==> config.mk <==
export PLATFORM = sky130hd
export DESIGN_NAME = spi_cfg_loader
export DESIGN_NICKNAME = d
export VERILOG_FILES = /design/src/rtl/scl_pkg.sv /design/src/rtl/scl_poller.sv /design/src/rtl/scl_pause.sv /design/src/rtl/spi_cfg_loader.sv
export SDC_FILE = /design/constraint.sdc
export NUM_CORES = 1
export LEC_CHECK = 0
export BUFFER_PORTS_ARGS = -buffer_cell sky130_fd_sc_hd__buf_2
export CORE_MARGIN = 5
export CORE_UTILIZATION = 30
export CTS_CLUSTER_DIAMETER = 150
export CTS_CLUSTER_SIZE = 20
export DETAILED_ROUTE_END_ITERATION = 16
export GPL_ROUTABILITY_DRIVEN = 1
export PLACE_DENSITY = 0.49
export SLEW_MARGIN = 20
export SYNTH_ARGS = -nofsm -noshare
export SYNTH_HDL_FRONTEND = slang
export SYNTH_HIERARCHICAL = 1
export SYNTH_SLANG_ARGS = --single-unit
==> constraint.sdc <==
create_clock -name clk -period 6.35 [get_ports clk]
set_input_delay 1.27 -clock clk [delete_from_list [all_inputs] [get_ports clk]]
set_output_delay 1.27 -clock clk [all_outputs]
set_load 0.01 [all_outputs]
==> src/rtl/scl_pkg.sv <==
package scl_pkg;

    localparam int FRAME_BYTES = 16;
    localparam int REPLY_BYTES = 4;

    localparam logic [7:0] OP_CFG_ON   = 8'h0B;
    localparam logic [7:0] OP_QUERY    = 8'h01;
    localparam logic [7:0] OP_FILL     = 8'h00;
    localparam logic [7:0] OP_MODE     = 8'hAE;
    localparam logic [7:0] OP_MODE_ARG = 8'h01;
    localparam logic [7:0] OP_FRAME    = 8'hEE;
    localparam logic [7:0] OP_CFG_OFF  = 8'h0C;
    localparam logic [7:0] OP_RELEASE  = 8'h23;

    localparam int SB_BUSY  = 0;
    localparam int SB_READY = 1;
    localparam int SB_VIOL  = 2;
    localparam int SB_FAULT = 3;

    typedef enum logic [2:0] {
        PH_IDLE, PH_POLL, PH_XFER, PH_FETCH, PH_PAUSE, PH_DONE, PH_FAIL
    } phase_e;

    typedef enum logic [3:0] {
        SP_CFG_ON, SP_QUERY, SP_REPLY, SP_MODE, SP_MODE_ARG,
        SP_FRAME, SP_DATA, SP_CFG_OFF, SP_RELEASE
    } step_e;

    typedef struct packed {
        logic [7:0] op;
        logic       keep;
    } cmd_t;

    function automatic cmd_t step_cmd(step_e s, logic last);
        cmd_t c;
        c.keep = 1'b0;
        case (s)
            SP_CFG_ON:   c.op = OP_CFG_ON;
            SP_QUERY:    begin c.op = OP_QUERY; c.keep = 1'b1; end
            SP_REPLY:    begin c.op = OP_FILL;  c.keep = !last; end
            SP_MODE:     begin c.op = OP_MODE;  c.keep = 1'b1; end
            SP_MODE_ARG: c.op = OP_MODE_ARG;
            SP_FRAME:    begin c.op = OP_FRAME; c.keep = 1'b1; end
            SP_DATA:     begin c.op = OP_FILL;  c.keep = !last; end
            SP_CFG_OFF:  c.op = OP_CFG_OFF;
            default:     c.op = OP_RELEASE;
        endcase
        return c;
    endfunction

    function automatic logic step_polls(step_e s);
        return (s == SP_CFG_ON) || (s == SP_QUERY) || (s == SP_MODE) ||
               (s == SP_FRAME) || (s == SP_CFG_OFF) || (s == SP_RELEASE);
    endfunction

endpackage

==> src/rtl/scl_poller.sv <==
module scl_poller #(
    parameter int MAX_POLLS = 10000
) (
    input  logic       clk,
    input  logic       rst,
    input  logic       arm,
    input  logic       want_ready,
    input  logic       poll_ack,
    input  logic [7:0] poll_status,
    output logic       poll_req,
    output logic       pass,
    output logic       fail,
    output logic [7:0] last_status
);
    import scl_pkg::*;

    localparam int TW = $clog2(MAX_POLLS + 1);

    logic [TW-1:0] tries;
    logic hit, bad, again, spent;

    always_comb begin
        poll_req = arm;
        hit      = arm && poll_ack;
        bad      = poll_status[SB_VIOL] || poll_status[SB_FAULT];
        again    = poll_status[SB_BUSY] || (want_ready && !poll_status[SB_READY]);
        spent    = (tries == TW'(MAX_POLLS - 1));
        pass     = hit && !bad && !again;
        fail     = hit && (bad || (again && spent));
    end

    always_ff @(posedge clk) begin
        if (rst) begin
            tries       <= '0;
            last_status <= '0;
        end else begin
            if (!arm)
                tries <= '0;
            else if (hit && again && !spent)
                tries <= tries + 1'b1;
            if (hit)
                last_status <= poll_status;
        end
    end
endmodule

==> src/rtl/scl_pause.sv <==
module scl_pause #(
    parameter int CYCLES = 1000
) (
    input  logic clk,
    input  logic rst,
    input  logic load,
    output logic expired
);
    localparam int CW = $clog2(CYCLES + 1);

    logic [CW-1:0] left;
    logic          running;

    assign expired = running && (left == '0);

    always_ff @(posedge clk) begin
        if (rst) begin
            left    <= '0;
            running <= 1'b0;
        end else if (load) begin
            left    <= CW'(CYCLES);
            running <= 1'b1;
        end else if (running) begin
            if (left == '0)
                running <= 1'b0;
            else
                left <= left - 1'b1;
        end
    end
endmodule

==> src/rtl/spi_cfg_loader.sv <==
module spi_cfg_loader #(
    parameter int CLK_HZ    = 125_000_000,
    parameter int PAUSE_US  = 1500,
    parameter int MAX_POLLS = 10000,
    parameter int LEN_W     = 24
) (
    input  logic             clk,
    input  logic             rst,
    input  logic             start,
    input  logic             partial_req,
    input  logic [LEN_W-1:0] img_len,
    input  logic             img_valid,
    input  logic [7:0]       img_data,
    output logic             img_ready,
    output logic             poll_req,
    input  logic             poll_ack,
    input  logic [7:0]       poll_status,
    output logic             spi_req,
    output logic [7:0]       spi_tx,
    output logic             spi_keep,
    input  logic             spi_ack,
    input  logic [7:0]       spi_rx,
    output logic             done,
    output logic             err,
    output logic             operating
);
    import scl_pkg::*;

    localparam int PAUSE_CYC = (CLK_HZ / 1_000_000) * PAUSE_US;
    localparam int FRM_LG    = $clog2(FRAME_BYTES);
    localparam int FCNT_W    = LEN_W - FRM_LG;
    localparam int CNT_W     = $clog2(FRAME_BYTES);

    phase_e            phase;
    step_e             step;
    logic [CNT_W-1:0]  cnt;
    logic [FCNT_W-1:0] frames_left;
    logic [7:0]        acc, data_q, last_status;
    logic              prog_q, done_q, err_q;
    logic              last, poll_pass, poll_fail, pause_load, pause_done;
    logic [7:0]        reply_or;
    cmd_t              cmd;

    always_comb begin
        last     = (step == SP_REPLY) ? (cnt == CNT_W'(REPLY_BYTES - 1))
                                      : (cnt == CNT_W'(FRAME_BYTES - 1));
        cmd      = step_cmd(step, last);
        spi_req  = (phase == PH_XFER);
        spi_tx   = (step == SP_DATA) ? data_q : cmd.op;
        spi_keep = cmd.keep;
        img_ready  = (phase == PH_FETCH);
        pause_load = spi_req && spi_ack && (step == SP_CFG_OFF);
        reply_or   = acc | spi_rx;
    end

    scl_poller #(.MAX_POLLS(MAX_POLLS)) u_poll (
        .clk(clk), .rst(rst),
        .arm(phase == PH_POLL), .want_ready(step == SP_QUERY),
        .poll_ack(poll_ack), .poll_status(poll_status),
        .poll_req(poll_req), .pass(poll_pass), .fail(poll_fail),
        .last_status(last_status)
    );

    scl_pause #(.CYCLES(PAUSE_CYC)) u_pause (
        .clk(clk), .rst(rst), .load(pause_load), .expired(pause_done)
    );

    always_ff @(posedge clk) begin
        if (rst) begin
            phase       <= PH_IDLE;
            step        <= SP_CFG_ON;
            cnt         <= '0;
            frames_left <= '0;
            acc         <= '0;
            data_q      <= '0;
            prog_q      <= 1'b0;
            done_q      <= 1'b0;
            err_q       <= 1'b0;
        end else begin
            case (phase)
                PH_IDLE, PH_DONE, PH_FAIL: if (start) begin
                    done_q <= 1'b0;
                    err_q  <= 1'b0;
                    step   <= SP_CFG_ON;
                    cnt    <= '0;
                    if (partial_req || (img_len[FRM_LG-1:0] != '0)) begin
                        phase <= PH_FAIL;
                        err_q <= 1'b1;
                    end else begin
                        phase       <= PH_POLL;
                        frames_left <= img_len[LEN_W-1:FRM_LG];
                    end
                end
                PH_POLL: begin
                    if (poll_fail) begin
                        phase <= PH_FAIL;
                        err_q <= 1'b1;
                    end else if (poll_pass) begin
                        phase <= PH_XFER;
                    end
                end
                PH_FETCH: if (img_valid) begin
                    data_q <= img_data;
                    phase  <= PH_XFER;
                end
                PH_PAUSE: if (pause_done) phase <= PH_POLL;
                PH_XFER: if (spi_ack) begin
                    case (step)
                        SP_CFG_ON: begin step <= SP_QUERY; phase <= PH_POLL; end
                        SP_QUERY: begin
                            step <= SP_REPLY;
                            cnt  <= '0;
                            acc  <= '0;
                        end
                        SP_REPLY: begin
                            acc <= reply_or;
                            if (!last) begin
                                cnt <= cnt + 1'b1;
                            end else if (reply_or != 8'h00) begin
                                phase <= PH_FAIL;
                                err_q <= 1'b1;
                            end else begin
                                step  <= SP_MODE;
                                phase <= PH_POLL;
                            end
                        end
                        SP_MODE: step <= SP_MODE_ARG;
                        SP_MODE_ARG: begin
                            prog_q <= 1'b1;
                            step   <= (frames_left == '0) ? SP_CFG_OFF : SP_FRAME;
                            phase  <= PH_POLL;
                        end
                        SP_FRAME: begin
                            step  <= SP_DATA;
                            cnt   <= '0;
                            phase <= PH_FETCH;
                        end
                        SP_DATA: begin
                            if (!last) begin
                                cnt   <= cnt + 1'b1;
                                phase <= PH_FETCH;
                            end else begin
                                frames_left <= frames_left - 1'b1;
                                step  <= (frames_left == FCNT_W'(1)) ? SP_CFG_OFF : SP_FRAME;
                                phase <= PH_POLL;
                            end
                        end
                        SP_CFG_OFF: begin step <= SP_RELEASE; phase <= PH_PAUSE; end
                        default: begin
                            prog_q <= 1'b0;
                            done_q <= 1'b1;
                            phase  <= PH_DONE;
                        end
                    endcase
                end
                default: phase <= PH_IDLE;
            endcase
        end
    end

    assign done      = done_q;
    assign err       = err_q;
    assign operating = !prog_q && (last_status == 8'h00);

endmodule

Word level (Yosys, flattened, before mapping)
Index checks and enable logic that the tools add are counted.

Register bits after elaboration: 91. Latch bits: 0. Bits in writable memories: 0. Bits in read-only memories: 0. Bits of input ports: 55. Output and inout bits: 15. Logic and storage cells: 169. Memories: 0.

Add/subtract/negate cells: 4. Multiply operators: 0. Div/mod/pow operators: 0. Magnitude comparators: 0. Eq/ne operators: 37. Shift operators: 0. Muxes and demuxes: 55. Bitwise logic cells: 4. Reduce and logical (&&, ||, !) cells: 55.

Operator list (count): 2-to-1 mux 20 bit (5); 2-to-1 mux 18 bit (3); case mux 8 bit (6 select lines) (1); case mux 20 bit (2 select lines) (1); case mux 4 bit (8 select lines) (1); 2-to-1 mux 4 bit (7); 2-to-1 mux 3 bit (9); case mux 4 bit (2 select lines) (3); AND reduction 7 bit (3); equality test 20 x 1 -> 1 bit (second input constant) (1); logical NOT 20 bit (1); subtractor 20 x 1 -> 20 bit (second input constant) (1); logical NOT 18 bit (1); inequality test 3 bit (second input constant) (6); case mux 3 bit (6 select lines) (1); subtractor 18 x 1 -> 18 bit (second input constant) (1); equality test 4 x 3 -> 1 bit (second input constant) (4); inequality test 2 bit (second input constant) (8); case mux 8 bit (2 select lines) (1); case mux 3 bit (5 select lines) (1); adder 14 x 1 -> 14 bit (second input constant) (1); equality test 14 bit (second input constant) (1); 2-to-1 mux 1 bit (14); OR reduction 2 bit (7); other kinds (33) (73).

Logic depth before layout (Yosys ltp)
Depth in word-level cells: 8. Mapped depth: 11. Gate-level depth less buffers: 10.

Cells and area by module
Netlist, hierarchy kept.

By module, submodules not included: spi_cfg_loader (times used 1, cells each 438, area each 3338.2 um^2, seq. area each 1001.0 um^2); scl_poller (times used 1, cells each 130, area each 1092.3 um^2, seq. area each 440.4 um^2); scl_pause (times used 1, cells each 108, area each 989.7 um^2, seq. area each 380.4 um^2).

Worst setup path after synthesis
No wires, ideal clock.

Path type: input-to-reg. Start point: in poll_ack. End point: reg phase[1]. Library setup time: 0.091 ns. Arrival time: 2.978 ns. Required time: 6.259 ns. Setup slack: 3.281 ns. Cell stages on the path: 8. Cell sequence: and2_2 -> clkbuf_1 -> and4_1 -> or4b_2 -> a21oi_1 -> nor4_1 -> o21ai_0 -> a311oi_1.

Word-level cells in the longest chain between the ends: 5.

Ends and longest elaborated chain: from (decl) (line spi_cfg_loader.sv:16) `input logic poll_ack,`; logical AND 1 bit (line scl_poller.sv:24) `hit = arm && poll_ack;`; logical AND 1 bit (2 in a row) (line scl_poller.sv:28) `pass = hit && !bad && !again;`; named net poll_pass (line spi_cfg_loader.sv:40) `logic last, poll_pass, poll_fail, pause_load, pause_done;`; inequality test 3 bit (no source line); AND reduction 7 bit (no source line); to (signal assigned) (line spi_cfg_loader.sv:70) `phase <= PH_IDLE;`; to (signal assigned) (line spi_cfg_loader.sv:87) `phase <= PH_FAIL;`; to (signal assigned) (line spi_cfg_loader.sv:90) `phase <= PH_POLL;`; to (decl) (line spi_cfg_loader.sv:34) `phase_e phase;`.

The timed path passes the listed nets, and every way through them passes these cells. A chain may end at the register's enable or synchronous reset.

Final worst setup path
Start point: reg step[0]. End point: reg phase[1].

Word-level cells in the longest chain between the ends: 8.

Ends and longest elaborated chain: from (decl) (line spi_cfg_loader.sv:35) `step_e step;`; from (signal assigned) (line spi_cfg_loader.sv:130) `step <= (frames_left == '0) ? SP_CFG_OFF : SP_FRAME;`; from (signal assigned) (line spi_cfg_loader.sv:144) `step <= (frames_left == FCNT_W'(1)) ? SP_CFG_OFF : SP_FRAME;`; equality test 4 x 1 -> 1 bit (*) (line spi_cfg_loader.sv:58) `.arm(phase == PH_POLL), .want_ready(step == SP_QUERY),`; logical AND 1 bit (*) (line scl_poller.sv:26) `again = poll_status[SB_BUSY] || (want_ready && !poll_status[SB_READY]);`; logical OR 1 bit (*) (line scl_poller.sv:26); logical AND 1 bit (*) (line scl_poller.sv:29) `fail = hit && (bad || (again && spent));`; logical OR 1 bit (*) (line scl_poller.sv:29); logical AND 1 bit (*) (line scl_poller.sv:29); named net poll_fail (line spi_cfg_loader.sv:40); inequality test 3 bit (no source line) or 2-to-1 mux 3 bit (tied branches); AND reduction 7 bit (no source line) or case mux 3 bit (5 select lines) (tied branches).

Mark *: on every way through the listed nets, which the timed path passes. The rest lies on a longest branch. The select of a mux whose other input is x is not followed.

==> impl_metrics.ini <==
[clocking]
clkTransAtPathRegs_ns = 0.07
clock-sinks = 91
htreeDepth = 3
cts_tree = yes
postCtsSetupRepairBufs = 0
cts_inserted_buffers = 9
hold_buffers = 0
clock_path_buffers = 2
cts_resized = 0
clock_latency_ns = 0.35
root_buffer = clkbuf_16

[final_layout]
multi_input_area_sq_um = 3270
drive_gt1_frac = 0.184
nFillCells = 1935
syn2layout_area_growth_pct = 13.0
diodes = 0
nNetsFinal = 774
fin_area_sq_um = 6120
regArea_sq_um = 1820

[logic_synthesis]
synth_common_cells = dfxtp_1, a21oi_1, nand2_1, nor2_1, clkbuf_1
synth_top_area_cell = dfxtp_1
synth_top_flop_cell = dfxtp_1
synth_edf_count = 0
ys_types = 86
synth.top_cell.area_share = 0.336
synth.area.top_cells = dfxtp_1, a21oi_1, nand2_1
synthArstFlopShare = 0
syn_nets = 737
seq_area_frac_synth = 0.336
syn-mean-instance-area_sq_um = 8.02
syn_area_sq_um = 5420
ys_warn_count = 6
synth.most_common_cell = dfxtp_1
synth_cells = 676
ys_seq_elements = 91

[timing]
finalSetupTns_ns = 0
min_period_over_period = 0.577
fin_skew_ns = 0.00750
fmax_ghz = 0.273
slew_viol_final = 0
period_minus_slack_ns = 3.66
whs_ns = 0.457
setup_viol = 0
rsz0062_at_grt = false
hold_viol_final = 0
max-slew-margin-rel = 0.321
tightestPinTransition_ns = 1.01
layout_setup_ws_ns = 2.69

[floorplanning]
fp.coreArea_sq_um = 17900
dieWidth_um = 144
num_rows = 49
die_h_um = 144
initial_utilization = 0.303
die-area_sq_um = 20900
io_pins = 70

[placement]
place_ws_ns = 2.75
placed_cell_area_sq_um = 5820
routabilityCongestion = 0.836
io_buffers = 69
dp_hpwl_um = 11000

[power_and_ir_drop]
vdd_drop_max_mv = 0.143
swShare = 0.353
seq_power_share = 0.373
total_leakage_power_nw = 2.20
share_comb_of_total_power = 0.296
internal_power_mw = 1.10
power.share.clock = 0.331
power.switching_uw = 598
p_per_area_nw_per_um2 = 277

[setup_path]
path_class = reg2reg
endpoint_kind = flop
path_max_fanout = 19
cp.required_ns = 6.61
slowest_stage = dfxtp_1
cp_data_arrival_time_ns = 3.93
slowest_delay_ns = 0.72
path_cells = inv_1 -> nor4_1 -> and2b_2 -> o21ai_4 -> o22ai_1 -> or4b_2 -> a21oi_1 -> nor4_1 -> o21ai_0 -> a311oi_1
critPathLaunchType = flop
cp_common_cell = nor4_1
r2r_slack_ns = 2.69

[global_routing]
met2_usage = 0.242
antenna_found_initial = 0
grt_overflow = 0
grtUsageMet3 = 0.0308
use_met1 = 0.205
grt_pass1_vias = 5014
busiest_layer = met2
track_usage = 0.151
grt_pass1_wl_um = 25500
grt_max_degree = 71

[route]
viasPerCell = 5.59
dr.pass1.iters = 5
drc = 0
dr.first_iter.drc_count = 412
drt-wirelength-per-cell_um = 16.5
ant_nets = 0
wl_um = 15600
vias = 5296

[flow_run]
max_cap_violations = 0

[outcome]
status = complete, no violations

[worst_hold_path]
hp-class = reg2reg
==> stage by stage <==
step / util / total power, mW / std cells
global placement: 0.325 / 1.14 / 931
CTS: 0.342 / 1.71 / 947
floorplan: - / 1.02 / 676
detailed placement: 0.325 / 1.14 / 931
global route: 0.342 / 1.79 / 947
finish: 0.342 / 1.70 / 947
==> placed cells by master, fill, tap and decap left out, types with 4 or more instances in the layout <==
master,instances
inv_1,16
a211oi_1,10
nor2_1,54
o311ai_1,6
dfxtp_1,91
mux2i_1,5
o21ai_0,23
and2_1,6
a31oi_1,13
clkbuf_16,9
and3_1,6
nor4_1,16
nor4_2,4
or3_1,13
or2_2,5
ha_1,6
nand2b_1,7
o31ai_1,17
nand4_1,8
buf_2,69
a21o_1,4
and4_1,6
nor3_1,21
a22oi_1,12
nand3_1,19
nand2_1,61
xnor2_1,11
or4_1,14
o211ai_1,4
nand3b_1,4
or3b_2,5
nor2b_1,5
a21oi_1,80
o311ai_0,7
==> cells by family (layout without fill, tap and decap cells) <==
kind of cell | count (synthesis) | after routing | synth area share
adder cells (fa/ha/maj) | 6 | 6 | 0.0139
buffers and inverters | 66 | 108 | 0.0605
flip-flops | 91 | 91 | 0.336
AND/OR/NAND/NOR | 279 | 279 | 0.289
XOR/XNOR | 13 | 13 | 0.0210
AO/OA/AOI/OAI | 213 | 213 | 0.262
multiplexers | 8 | 8 | 0.0175
==> power groups by stage <==
stage / Sequential [mW] / Clock (mW) / Combinational, mW
floorplan: 0.617 / 0 / 0.401
global placement: 0.644 / 0 / 0.495
detailed placement: 0.645 / 0 / 0.498
CTS: 0.632 / 0.577 / 0.500
global route: 0.638 / 0.595 / 0.559
finish: 0.633 / 0.561 / 0.502
==> critical path: cells and delay by family, from the launching register on <==
kind / cells / cell delay [ns]
DFF: 1 / 0.72
AOI/OAI and AO/OA: 5 / 0.88
and+or+nand+nor: 4 / 1.76
buffers and inverters: 1 / 0.21
==> flip-flops by register name (all words and copies together), names as in the netlist <==
| name | count |
|---|---|
| acc | 8 |
| cnt | 4 |
| data_q | 8 |
| done | 1 |
| err | 1 |
| frames_left | 20 |
| phase | 3 |
| prog_q | 1 |
| step | 4 |
| u_pause/left | 18 |
| u_pause/running | 1 |
| u_poll/last_status | 8 |
| u_poll/tries | 14 |
==> path summary, 6_finish.rpt <==
kind,start,endpoint,cells past startpoint
min reg2reg,data_q[1]$_SDFFE_PP0P_,data_q[1]$_SDFFE_PP0P_,2
max reg2reg,step[0]$_SDFFE_PP0P_,phase[1]$_SDFFE_PP0P_,10
max,step[0]$_SDFFE_PP0P_,phase[1]$_SDFFE_PP0P_,10
min,data_q[1]$_SDFFE_PP0P_,data_q[1]$_SDFFE_PP0P_,2
==> layout make-up <==
class | count | area share
clock inverters | 5 | 0.00981
multi-input cells | 519 | 0.534
clock buffers | 11 | 0.0396
repair buffers | 72 | 0.0601
flip-flops and latches | 91 | 0.297
inverters | 20 | 0.0123
well taps | 229 | 0.0468
==> layer usage <==
layer | share of wire | wire length, um
met5 | 0 | 0
met4 | 0.013 | 197
met3 | 0.048 | 742
met2 | 0.47 | 7340
met1 | 0.47 | 7300
(Power assumes the default switching activity.)
